`src/rtl/pt_walker_pkg.sv`:
```
package pt_walker_pkg;

    localparam int VA_W     = 32;
    localparam int OFS_W    = 12;
    localparam int IDX_W    = 10;
    localparam int FRAME_W  = VA_W - OFS_W;
    localparam int ENTRY_W  = 32;
    localparam int WORD_AW  = VA_W - 2;
    localparam int VALID_BIT = 0;

    typedef enum logic [2:0] {
        WS_IDLE,
        WS_READ_OUTER,
        WS_READ_INNER,
        WS_DONE,
        WS_FAULT
    } walk_state_e;

    typedef struct packed {
        walk_state_e          state;
        logic                 rd_wait;
        logic [VA_W-1:0]      vaddr;
        logic [FRAME_W-1:0]   root_frame;
        logic [FRAME_W-1:0]   next_frame;
        logic [VA_W-1:0]      paddr;
        logic                 flt_lvl;
    } walk_regs_t;

endpackage

```
`src/rtl/pt_walker_addr.sv`:
```
module pt_walker_addr
    import pt_walker_pkg::*;
#(
    parameter int P_VA_W    = VA_W,
    parameter int P_OFS_W   = OFS_W,
    parameter int P_IDX_W   = IDX_W,
    parameter int P_WORD_AW = WORD_AW
) (
    input  logic                          second_lvl,
    input  logic [P_VA_W-1:0]             vaddr,
    input  logic [P_VA_W-P_OFS_W-1:0]     root_frame,
    input  logic [P_VA_W-P_OFS_W-1:0]     next_frame,
    output logic [P_WORD_AW-1:0]          word_addr
);
    localparam int L_FRAME_W   = P_VA_W - P_OFS_W;
    localparam int L_WORD_SH   = P_OFS_W - 2;
    localparam int L_HI_LSB    = P_OFS_W + P_IDX_W;

    logic [L_FRAME_W-1:0]  tbl_frame;
    logic [P_IDX_W-1:0]    tbl_idx;
    logic [P_WORD_AW-1:0]  tbl_word_base;

    always_comb begin
        tbl_frame     = second_lvl ? next_frame : root_frame;
        tbl_idx       = second_lvl ? vaddr[P_OFS_W +: P_IDX_W]
                                   : vaddr[L_HI_LSB +: P_IDX_W];
        tbl_word_base = {tbl_frame, {L_WORD_SH{1'b0}}};
        word_addr     = tbl_word_base + P_WORD_AW'(tbl_idx);
    end

endmodule

```
`src/rtl/pt_walker_entry.sv`:
```
module pt_walker_entry
    import pt_walker_pkg::*;
#(
    parameter int P_ENTRY_W   = ENTRY_W,
    parameter int P_OFS_W     = OFS_W,
    parameter int P_VALID_BIT = VALID_BIT
) (
    input  logic [P_ENTRY_W-1:0]          entry,
    output logic                          ent_valid,
    output logic [P_ENTRY_W-P_OFS_W-1:0]  ent_frame
);
    generate
        if (P_VALID_BIT < P_OFS_W) begin : g_flag_in_low
            assign ent_valid = entry[P_VALID_BIT];
        end else begin : g_flag_default
            assign ent_valid = entry[0];
        end
    endgenerate

    assign ent_frame = entry[P_ENTRY_W-1:P_OFS_W];

endmodule

```
`src/rtl/pt_walker.sv`:
```
module pt_walker
    import pt_walker_pkg::*;
(
    input  logic                clk,
    input  logic                rst_n,
    input  logic                req_valid,
    output logic                req_ready,
    input  logic [VA_W-1:0]     req_vaddr,
    input  logic [VA_W-1:0]     req_root,
    output logic                rsp_valid,
    input  logic                rsp_ready,
    output logic                rsp_fault,
    output logic                rsp_fault_lvl,
    output logic [VA_W-1:0]     rsp_paddr,
    output logic                busy,
    output logic                mem_rd_en,
    output logic [WORD_AW-1:0]  mem_rd_addr,
    input  logic [ENTRY_W-1:0]  mem_rd_data
);

    walk_regs_t r_d;
    walk_regs_t r_q;

    logic                 ent_valid;
    logic [FRAME_W-1:0]   ent_frame;
    logic [WORD_AW-1:0]   tbl_word;
    logic                 at_inner;

    assign at_inner = (r_q.state == WS_READ_INNER);

    pt_walker_addr u_addr (
        .second_lvl (at_inner),
        .vaddr      (r_q.vaddr),
        .root_frame (r_q.root_frame),
        .next_frame (r_q.next_frame),
        .word_addr  (tbl_word)
    );

    pt_walker_entry u_entry (
        .entry     (mem_rd_data),
        .ent_valid (ent_valid),
        .ent_frame (ent_frame)
    );

    always_comb begin
        r_d       = r_q;
        mem_rd_en = 1'b0;
        unique case (r_q.state)
            WS_IDLE: begin
                if (req_valid) begin
                    r_d.state      = WS_READ_OUTER;
                    r_d.rd_wait    = 1'b0;
                    r_d.vaddr      = req_vaddr;
                    r_d.root_frame = req_root[VA_W-1:OFS_W];
                    r_d.paddr      = '0;
                    r_d.flt_lvl    = 1'b0;
                end
            end
            WS_READ_OUTER: begin
                if (!r_q.rd_wait) begin
                    mem_rd_en   = 1'b1;
                    r_d.rd_wait = 1'b1;
                end else if (!ent_valid) begin
                    r_d.state   = WS_FAULT;
                    r_d.flt_lvl = 1'b0;
                    r_d.paddr   = '0;
                    r_d.rd_wait = 1'b0;
                end else begin
                    r_d.state      = WS_READ_INNER;
                    r_d.next_frame = ent_frame;
                    r_d.rd_wait    = 1'b0;
                end
            end
            WS_READ_INNER: begin
                if (!r_q.rd_wait) begin
                    mem_rd_en   = 1'b1;
                    r_d.rd_wait = 1'b1;
                end else if (!ent_valid) begin
                    r_d.state   = WS_FAULT;
                    r_d.flt_lvl = 1'b1;
                    r_d.paddr   = '0;
                    r_d.rd_wait = 1'b0;
                end else begin
                    r_d.state   = WS_DONE;
                    r_d.paddr   = {ent_frame, r_q.vaddr[OFS_W-1:0]};
                    r_d.rd_wait = 1'b0;
                end
            end
            WS_DONE, WS_FAULT: begin
                if (rsp_ready) begin
                    r_d.state = WS_IDLE;
                end
            end
            default: begin
                r_d.state = WS_IDLE;
            end
        endcase
    end

    always_ff @(posedge clk or negedge rst_n) begin
        if (!rst_n) begin
            r_q <= '{state: WS_IDLE, rd_wait: 1'b0, vaddr: '0, root_frame: '0,
                     next_frame: '0, paddr: '0, flt_lvl: 1'b0};
        end else begin
            r_q <= r_d;
        end
    end

    assign mem_rd_addr   = tbl_word;
    assign req_ready     = (r_q.state == WS_IDLE);
    assign busy          = (r_q.state != WS_IDLE);
    assign rsp_valid     = (r_q.state == WS_DONE) || (r_q.state == WS_FAULT);
    assign rsp_fault     = (r_q.state == WS_FAULT);
    assign rsp_fault_lvl = r_q.flt_lvl;
    assign rsp_paddr     = r_q.paddr;

endmodule

```
`config.mk`:
```
export PLATFORM = sky130hd
export DESIGN_NAME = pt_walker
export DESIGN_NICKNAME = d
export VERILOG_FILES = /design/src/rtl/pt_walker_pkg.sv /design/src/rtl/pt_walker_addr.sv /design/src/rtl/pt_walker_entry.sv /design/src/rtl/pt_walker.sv
export SDC_FILE = /design/constraint.sdc
export NUM_CORES = 1
export LEC_CHECK = 0
export CORE_UTILIZATION = 40
export DETAILED_ROUTE_END_ITERATION = 7
export PLACE_DENSITY = 0.77
export SYNTH_ARGS = -nofsm -noshare
export SYNTH_HDL_FRONTEND = slang
export SYNTH_SLANG_ARGS = --single-unit
```
`constraint.sdc`:
```
create_clock -name clk -period 1.83 [get_ports clk]
set_clock_uncertainty 0.2 [all_clocks]
set_input_delay 0.183 -clock clk [delete_from_list [all_inputs] [get_ports clk]]
set_output_delay 0.183 -clock clk [all_outputs]
set_load 0.005 [all_outputs]
```
==> flow_metrics.env, run 1 <==
export IMPL_synth_warnings=0
export IMPL_timing_final_crit_share_pct=123
export IMPL_hold_class="input port to asynchronous set/reset pin"
export IMPL_nets=670
export IMPL_drc=0
export IMPL_root_buffer="clkbuf_16"
export IMPL_synthMuxAreaShare_pct=28.6
export IMPL_ys_flop_type="dfrtp_1"
export IMPL_met3_usage_pct=5.28
export IMPL_grt_pass1_wl_um=22000
export IMPL_endpoint_kind="output pin"
export IMPL_antenna_found_initial=0
export IMPL_path_cells="nor3b_4 > buf_6 > buf_6 > buf_12 > mux2_4 > buf_6"
export IMPL_placed_area_um2=6670
export IMPL_syn_nets=508
export IMPL_finalSetupViolCount=139
export IMPL_synth_compound_area_share_pct=2.44
export IMPL_wirelength_um=14400
export IMPL_synth_xor_area_share_pct=0.169
export IMPL_port_buffers=144
export IMPL_max_cap_violations=0
export IMPL_synth_most_common_cell="dfrtp_1"
export IMPL_cp_slowest_cell="dfrtp_2"
export IMPL_die_w_um=116
export IMPL_cp_common_cell="buf_6"
export IMPL_cp_endpoint="mem_rd_addr[13]"
export IMPL_peakVddDrop_mv=0.836
export IMPL_grt_use_met1_pct=26.8
export IMPL_r2r_end="rsp_paddr[7]$_DFFE_PN0P_"
export IMPL_synthDistinctLibCells=34
export IMPL_drtIter0Drc=137
export IMPL_synth_seq_area_share_pct=52.8
export IMPL_synthToLayoutAreaGrowth_pct=58.1
export IMPL_crit_path_start_kind="register"
export IMPL_via_per_inst=4.92
export IMPL_yosysTopAreaCellShare_pct=52.8
export IMPL_crit_arrival_ns=1.86
export IMPL_rsz0062_at_grt="true"
export IMPL_reg2regPathDepth=10
export IMPL_clk_latency_ns=0.35
export IMPL_busiest_layer="met2"
export IMPL_leakagePower_nw=3.73
export IMPL_fin_ws_ns=-0.414
export IMPL_clk_pin_slew_worst_paths_ns=0.07
export IMPL_vias=3673
export IMPL_synth_cells=408
export IMPL_grtUsageTotal_pct=22.2
export IMPL_max_slew_margin_pct=78.1
export IMPL_postRouteAntennaNets=0
export IMPL_cts_tree="yes"
export IMPL_final_area_um2=8170
export IMPL_diodes=0
export IMPL_netlist_area_um2=5170
export IMPL_grt_pass1_vias=4035
export IMPL_wl_per_cell_um=19.2
export IMPL_worstReg2RegStart="r_q[108]$_DFFE_PN0P_"
export IMPL_finalHoldViolCount=0
export IMPL_start_util_pct=41.0
export IMPL_required_ns=1.45
export IMPL_critical_path_max_fanout=5
export IMPL_fmax_mhz=446
export IMPL_clk_path_buf_depth=2
export IMPL_clock_sinks=109
export IMPL_path_class="register to output pin"
export IMPL_outcome="finished with violations"
export IMPL_hpwl_um=7690
export IMPL_rows=41
export IMPL_synth_fa_ha_area_share_pct=0
export IMPL_power_density_nw_per_um2=1670
export IMPL_report_final_slew_viol_count=0
export IMPL_io_pin_count=168
export IMPL_numCtsBuffers=9
export IMPL_synth_async_reset_ratio_pct=100
export IMPL_fin_crit_ns=2.24
export IMPL_die_area_um2=13400
export IMPL_synth_common_cells="dfrtp_1, mux2_2, nand2_1, buf_4"
export IMPL_syn_area_per_cell_um2=12.7
export IMPL_first_pass_iters=4
export IMPL_core_area_um2=12600
export IMPL_synth_simple_area_share_pct=5.64
export IMPL_max_stage_delay_ns=0.45
export IMPL_cp_startpoint="r_q[108]$_DFFE_PN0P_"
export IMPL_synth_top_family_by_area="multiplexers"
export IMPL_synth_seq_cells=109
export IMPL_worstMarginPinSlew_ns=0.328
export IMPL_h_tree_depth=3
export IMPL_grt_max_degree=61
export IMPL_drive_gt1_share_pct=44.5
export IMPL_gp_congestion=0.797
export IMPL_synth_edf_count=0
export IMPL_violations="negative setup slack"
export IMPL_grt_overflow=0
export IMPL_r2r_slack_ns=-0.29
export IMPL_die_h_um=116
export IMPL_gr_usage_met2_pct=39.0
export IMPL_netlist_top_cells_area="dfrtp_1, mux2_2, mux2i_1"
export IMPL_fin_util_pct=64.8
export IMPL_yosysTopAreaCell="dfrtp_1"
cell type report:
class / instances / area (µm²)
fillers: 952 / 4450
flip-flops and latches: 109 / 2730
multi-input cells: 213 / 2380
repair buffers: 204 / 2350
clock buffers: 10 / 239
well taps: 172 / 215
clock inverters: 6 / 134
inverters: 33 / 124
stage by stage:
step	hold WS (ns)	setup WS [ns]	TNS (ns)	instances	total power, mW
after floorplan	-0.313	-0.0539	-2.55	408	6.98
after global placement	-0.00434	-0.259	-19.28	691	8.86
after detailed placement	0.00578	-0.280	-21.74	691	9.05
after CTS	0.179	-0.445	-32.91	750	13.6
after global routing	0.211	-0.463	-33.15	747	14.3
final	0.177	-0.414	-25.92	747	13.7
per-layer routing:
metal	vias up	wire [µm]
met2	130	7290
li1	1659	-
met4	0	236
met5	-	0
met1	1865	5960
met3	19	881
how the worst min path moves through the flow:
stage / to
6_report: rsp_paddr[8]$_DFFE_PN0P_
5_1_grt: rsp_paddr[9]$_DFFE_PN0P_
4_1_cts: rsp_paddr[9]$_DFFE_PN0P_
3_5_place_dp: rsp_paddr[9]$_DFFE_PN0P_
3_3_place_gp: rsp_paddr[8]$_DFFE_PN0P_
2_1_floorplan: r_q[100]$_DFFE_PN0P_
power breakdown:
| part | internal, mW | switching (mW) |
|---|---|---|
| clock | 1.51 | 0.889 |
| combinational | 4.64 | 2.55 |
| sequential | 3.41 | 0.677 |
critical path: cells and delay by family (launching register included):
kind	cells	cell delay (ns)
buffers and inverters	4	0.51
flip-flops	1	0.45
multiplexers	1	0.32
AND/OR/NAND/NOR	1	0.23
cells in the final DEF, fill, tap and decap left out, drive strengths merged, types with 2 or more instances in the layout:
cell type	synthesis	routed
bufinv	0	4
mux2	102	102
o31ai	2	2
nand2	37	37
a21oi	5	5
dfrtp	109	109
clkdlybuf4s50	0	109
clkbuf	1	19
nor3	2	2
a21o	2	2
mux2i	33	33
nor2	5	5
nand2b	4	4
or3	2	5
nor2b	2	2
clkinv	0	2
and2	2	2
buf	55	81
clkdlybuf4s15	0	2
inv	33	33
sequential cells by signal, indices dropped and copies added (netlist names):
register and count:
rsp_paddr 32, rsp_fault_lvl 1, r_q 76
cell families (layout without fill, tap and decap cells):
group / after synthesis / count (layout)
AO/OA/AOI/OAI: 16 / 16
XOR/XNOR: 1 / 1
buffers and inverters: 89 / 253
flip-flops: 109 / 109
multiplexers: 135 / 135
AND/OR/NAND/NOR: 58 / 61
what timing repair did:
action | 4_1_cts | 5_1_grt
gates resized for setup | 242 | 72
endpoints found under the hold margin | 109 | 0
pin swaps | 6 | 36
hold buffers | 1 | 0
buffers inserted | 25 | 3
setup endpoints to repair | 140 | 141
cloned | 17 | 1
No activity file was read; power rests on OpenSTA's default activity.
==> inputs of run 2 (changes only) <==
- PLACE_DENSITY: 0.77 -> default
- PLACE_DENSITY_LB_ADDON: default -> 0.15
==> flow_metrics.env, run 2 (synthesized netlist as in run 1, its figures left out) <==
export IMPL_required_ns=1.45
export IMPL_die_w_um=116
export IMPL_clk_latency_ns=0.34
export IMPL_min_to="rsp_paddr[24]$_DFFE_PN0P_"
export IMPL_grt_pass1_vias=3907
export IMPL_timing_critical_path_max_delay_family="buffers and inverters"
export IMPL_grt_max_degree=110
export IMPL_start_util_pct=41.0
export IMPL_drive_gt1_share_pct=41.9
export IMPL_numCtsBuffers=9
export IMPL_stdcell_count=755
export IMPL_vias=3576
export IMPL_worstMarginPinSlew_ns=0.590
export IMPL_die_area_um2=13400
export IMPL_cts_tree="yes"
export IMPL_path_class="register to output pin"
export IMPL_wl_per_cell_um=18.5
export IMPL_gp_congestion=0.770
export IMPL_r2r_slack_ns=-0.32
export IMPL_final_cell_mix="dfrtp_1, clkdlybuf4s50_1, mux2_4"
export IMPL_cp_slowest_cell="dfrtp_1"
export IMPL_first_pass_iters=4
export IMPL_synthToLayoutAreaGrowth_pct=59.0
export IMPL_max_cap_violations=0
export IMPL_peakVddDrop_mv=0.923
export IMPL_hold_depth=3
export IMPL_power_density_nw_per_um2=1720
export IMPL_antenna_found_initial=0
export IMPL_hold_start="mem_rd_data[24]"
export IMPL_path_cells="nor3b_4 > buf_6 > buf_12 > buf_12 > mux2_4 > buf_6"
export IMPL_endpoint_kind="output pin"
export IMPL_io_pin_count=168
export IMPL_report_final_slew_viol_count=0
export IMPL_placed_cells=686
export IMPL_rsz0062_at_grt="true"
export IMPL_nets=678
export IMPL_hpwl_um=7070
export IMPL_leakagePower_nw=3.74
export IMPL_fin_crit_ns=2.22
export IMPL_max_stage_delay_ns=0.41
export IMPL_layout_commonest_cell="dfrtp_1"
export IMPL_root_buffer="clkbuf_16"
export IMPL_max_slew_margin_pct=60.6
export IMPL_clk_pin_slew_worst_paths_ns=0.07
export IMPL_core_area_um2=12600
export IMPL_violations="negative setup slack"
export IMPL_outcome="finished with violations"
export IMPL_hold_class="input port to register"
export IMPL_total_power_mw=14.1
export IMPL_regMostFlops="r_q"
export IMPL_whs_ns=0.214
export IMPL_largest_register_ffs=76
export IMPL_grt_pass1_wl_um=22100
export IMPL_totalNegativeSetupSlack_ns=-34.28
export IMPL_reg2regPathDepth=9
export IMPL_clock_sinks=109
export IMPL_finalHoldViolCount=0
export IMPL_clk_path_buf_depth=2
export IMPL_worst_path_buf_inv=4
export IMPL_critical_path_max_fanout=6
export IMPL_worstReg2RegStart="r_q[106]$_DFFE_PN0P_"
export IMPL_crit_path_start_kind="register"
export IMPL_postRouteAntennaNets=0
export IMPL_fin_ws_ns=-0.390
export IMPL_grtUsageTotal_pct=22.5
export IMPL_fmax_mhz=450
export IMPL_drtIter0Drc=134
export IMPL_wirelength_um=14000
export IMPL_port_buffers=144
export IMPL_drc=0
export IMPL_finalSetupViolCount=142
export IMPL_h_tree_depth=3
export IMPL_cp_startpoint="r_q[108]$_DFFE_PN0P_"
export IMPL_grt_overflow=0
export IMPL_place_ws_ns=-0.271
export IMPL_timing_final_crit_share_pct=121
export IMPL_diodes=0
export IMPL_r2r_end="r_q[67]$_DFFE_PN0P_"
export IMPL_rows=41
export IMPL_crit_arrival_ns=1.84
export IMPL_via_per_inst=4.74
export IMPL_die_h_um=116
-- run 2: cell count changes in the layout (fill, tap and decap cells not counted), sizes merged, moves of 2 or more --
| cell | delta |
|---|---|
| clkdlybuf4s15 | -2 |
| bufinv | -3 |
| clkbuf | -5 |
| clkinvlp | +2 |
| buf | +18 |
-- run 2: cell type report --
class	count	area, µm²
repair buffers	212	2500
clock inverters	5	58.8
inverters	33	124
fillers	1006	4400
well taps	172	215
clock buffers	11	243
flip-flops and latches	109	2730
multi-input cells	213	2350
-- run 2: repair_timing --
action | CTS | global route
pin swaps | 7 | 10
resized for setup | 308 | 23
endpoints found under the setup margin | 129 | 144
endpoints found under the hold margin | 109 | 0
hold buffers | 1 | 0
buffers inserted | 35 | 6
gates cloned | 18 | 1
-- run 2: where the power goes --
group	leakage (nW)	internal (mW)	switching, mW
clock network	0.142	1.10	0.878
registers	1.36	3.41	0.621
logic	2.24	5.34	2.75
total	3.74	9.85	4.25
-- run 2: per-stage QoR --
stage | instance area (µm²) | utilization, %
6_report | 8220 | 65.1
4_1_cts | 8240 | 65.3
3_3_place_gp | 6630 | 52.5
3_5_place_dp | 6630 | 52.5
2_1_floorplan | 5180 | -
5_1_grt | 8220 | 65.1
-- run 2: tightest hold or removal path, delay by kind of cell --
family | cells | cell delay [ns]
multiplexers | 1 | 0.06
AND/OR/NAND/NOR | 1 | 0.06
buffers and inverters | 1 | 0.42
-- run 2: how the worst max path moves through the flow --
stage,to,slack (ns),depth (start not counted)
4_1_cts,mem_rd_addr[0],-0.39,6
5_1_grt,mem_rd_addr[13],-0.45,6
3_5_place_dp,mem_rd_addr[11],-0.27,4
3_3_place_gp,mem_rd_addr[11],-0.26,4
2_1_floorplan,r_q[57]$_DFFE_PN0P_,-0.05,4
6_report,mem_rd_addr[13],-0.39,6
-- run 2: per-layer routing --
metal,up-vias,GRT usage (%),share of wire [%]
met5,-,0,0
met4,0,6.84,1.3
met3,14,6.33,6.7
met2,122,36.9,49
met1,1755,29.1,43
li1,1685,-,-
==> inputs of run 3 (changes only) <==
- CORE_UTILIZATION: 40 -> 42
==> flow_metrics.env, run 3 (synthesized netlist as in run 1, its figures left out) <==
export IMPL_numCtsBuffers=9
export IMPL_core_area_um2=12000
export IMPL_rows=40
export IMPL_path_class="register to register"
export IMPL_drive_gt1_share_pct=41.2
export IMPL_wl_met2_um=7070
export IMPL_endpoint_kind="register"
export IMPL_layout_commonest_cell="dfrtp_1"
export IMPL_fin_ws_ns=-0.369
export IMPL_grtUsageTotal_pct=23.9
export IMPL_clock_sinks=109
export IMPL_finalSetupViolCount=142
export IMPL_grt_overflow=0
export IMPL_totalNegativeSetupSlack_ns=-40.22
export IMPL_max_slew_margin_pct=59.4
export IMPL_wirelength_um=14100
export IMPL_root_buffer="clkbuf_16"
export IMPL_die_w_um=113
export IMPL_crit_path_start_kind="register"
export IMPL_synthToLayoutAreaGrowth_pct=56.7
export IMPL_clk_pin_slew_worst_paths_ns=0.07
export IMPL_leakagePower_nw=3.71
export IMPL_grt_max_degree=110
export IMPL_port_buffers=144
export IMPL_h_tree_depth=3
export IMPL_path_cells="buf_4 > buf_6 > buf_4 > nor4b_4 > buf_6 > buf_8 > buf_12 > buf_16 > mux2_4"
export IMPL_rsz0062_at_grt="true"
export IMPL_timing_final_crit_share_pct=120
export IMPL_hold_class="input port to register"
export IMPL_nFillCells=882
export IMPL_via_per_inst=4.99
export IMPL_finalHoldViolCount=0
export IMPL_grt_pass1_vias=4030
export IMPL_power_density_nw_per_um2=1720
export IMPL_fmax_mhz=455
export IMPL_hpwl_um=7220
export IMPL_drtIter0Drc=161
export IMPL_worstMarginPinSlew_ns=0.608
export IMPL_crit_arrival_ns=2.24
export IMPL_stdcell_count=729
export IMPL_final_cell_mix="dfrtp_1, clkdlybuf4s50_1, mux2_4"
export IMPL_wl_met1_um=5910
export IMPL_regMostFlops="r_q"
export IMPL_grt_pass1_wl_um=22700
export IMPL_outcome="finished with violations"
export IMPL_die_area_um2=12800
export IMPL_largest_register_ffs=76
export IMPL_placed_cells=665
export IMPL_fin_crit_ns=2.20
export IMPL_die_h_um=113
export IMPL_worst_path_buf_inv=7
export IMPL_highest_layer="met4"
export IMPL_drc=0
export IMPL_wl_per_cell_um=19.3
export IMPL_peakVddDrop_mv=1.03
export IMPL_first_pass_iters=4
export IMPL_start_util_pct=43.0
export IMPL_nets=678
export IMPL_whs_ns=0.209
export IMPL_critical_path_max_fanout=5
export IMPL_vias=3640
export IMPL_timing_critical_path_max_delay_family="buffers and inverters"
export IMPL_gp_congestion=0.726
export IMPL_antenna_found_initial=0
export IMPL_clk_path_buf_depth=2
export IMPL_max_stage_delay_ns=0.41
export IMPL_cp_slowest_cell="dfrtp_1"
export IMPL_violations="negative setup slack"
export IMPL_io_pin_count=168
export IMPL_postRouteAntennaNets=0
export IMPL_cts_tree="yes"
export IMPL_clk_latency_ns=0.35
export IMPL_required_ns=1.87
export IMPL_max_cap_violations=0
export IMPL_diodes=0
export IMPL_wl_met3_um=873
export IMPL_report_final_slew_viol_count=0
run 3: layout make-up:
| cell class | instances | area [µm²] | area share, % |
|---|---|---|---|
| Clock inverter | 1 | 5.00 | 0.0618 |
| Tap cell | 147 | 184 | 2.27 |
| Timing Repair Buffer | 212 | 2460 | 30.4 |
| Multi-Input combinational cell | 213 | 2330 | 28.7 |
| Sequential cell | 109 | 2730 | 33.7 |
| Clock buffer | 14 | 274 | 3.38 |
| Inverter | 33 | 124 | 1.53 |
run 3: per-layer routing:
metal  global-route usage (%)  up-vias
met2                     41.1      122
met3                     7.18       15
li1                         -     1681
met1                     29.2     1822
met4                     6.67        0
met5                        0        -
run 3: per-stage QoR:
step                      setup slack (ns)  power (mW)  instance area (µm²)  util (%)
after floorplan                    -0.0539        6.98                 5180         -
after global placement              -0.246        8.89                 6630      55.2
after detailed placement            -0.281        9.02                 6630      55.2
after CTS                           -0.407        14.0                 8130      67.7
after global routing                -0.423        14.6                 8100      67.4
final                               -0.369        13.9                 8100      67.4
run 3: what timing repair did:
| action | 4_1_cts | 5_1_grt |
|---|---|---|
| gates resized for setup | 297 | 32 |
| pin swaps | 10 | 10 |
| endpoints found under the hold margin | 109 | 0 |
| cloned | 17 | 0 |
| hold buffers | 1 | 0 |
| setup buffers | 32 | 6 |
| setup endpoints to repair | 140 | 143 |
run 3: where the power goes:
part           leakage [nW]  total (mW)  switching (mW)  internal (mW)
sequential             1.36        4.02           0.608           3.41
combinational          2.21        8.01            2.76           5.25
clock                 0.139        1.87           0.847           1.03
run 3: final timing paths:
check	from	to	slack, ns	cells past startpoint
max	r_q[106]$_DFFE_PN0P_	r_q[61]$_DFFE_PN0P_	-0.37	9
min	mem_rd_data[28]	rsp_paddr[28]$_DFFE_PN0P_	0.21	3
max reg2reg	r_q[106]$_DFFE_PN0P_	r_q[61]$_DFFE_PN0P_	-0.37	9
min reg2reg	r_q[37]$_DFFE_PN0P_	r_q[37]$_DFFE_PN0P_	0.31	1
max in group asynchronous	rst_n	r_q[99]$_DFFE_PN0P_	0.73	3
min in group asynchronous	rst_n	rsp_paddr[3]$_DFFE_PN0P_	0.22	3
run 3: worst register-to-register path: stages, from the launching register on:
cell and delay [ns]:
dfrtp_1 0.41, buf_4 0.15, buf_6 0.12, buf_4 0.14, nor4b_4 0.24, buf_6 0.17, buf_8 0.13, buf_12 0.12
buf_16 0.12, mux2_4 0.29
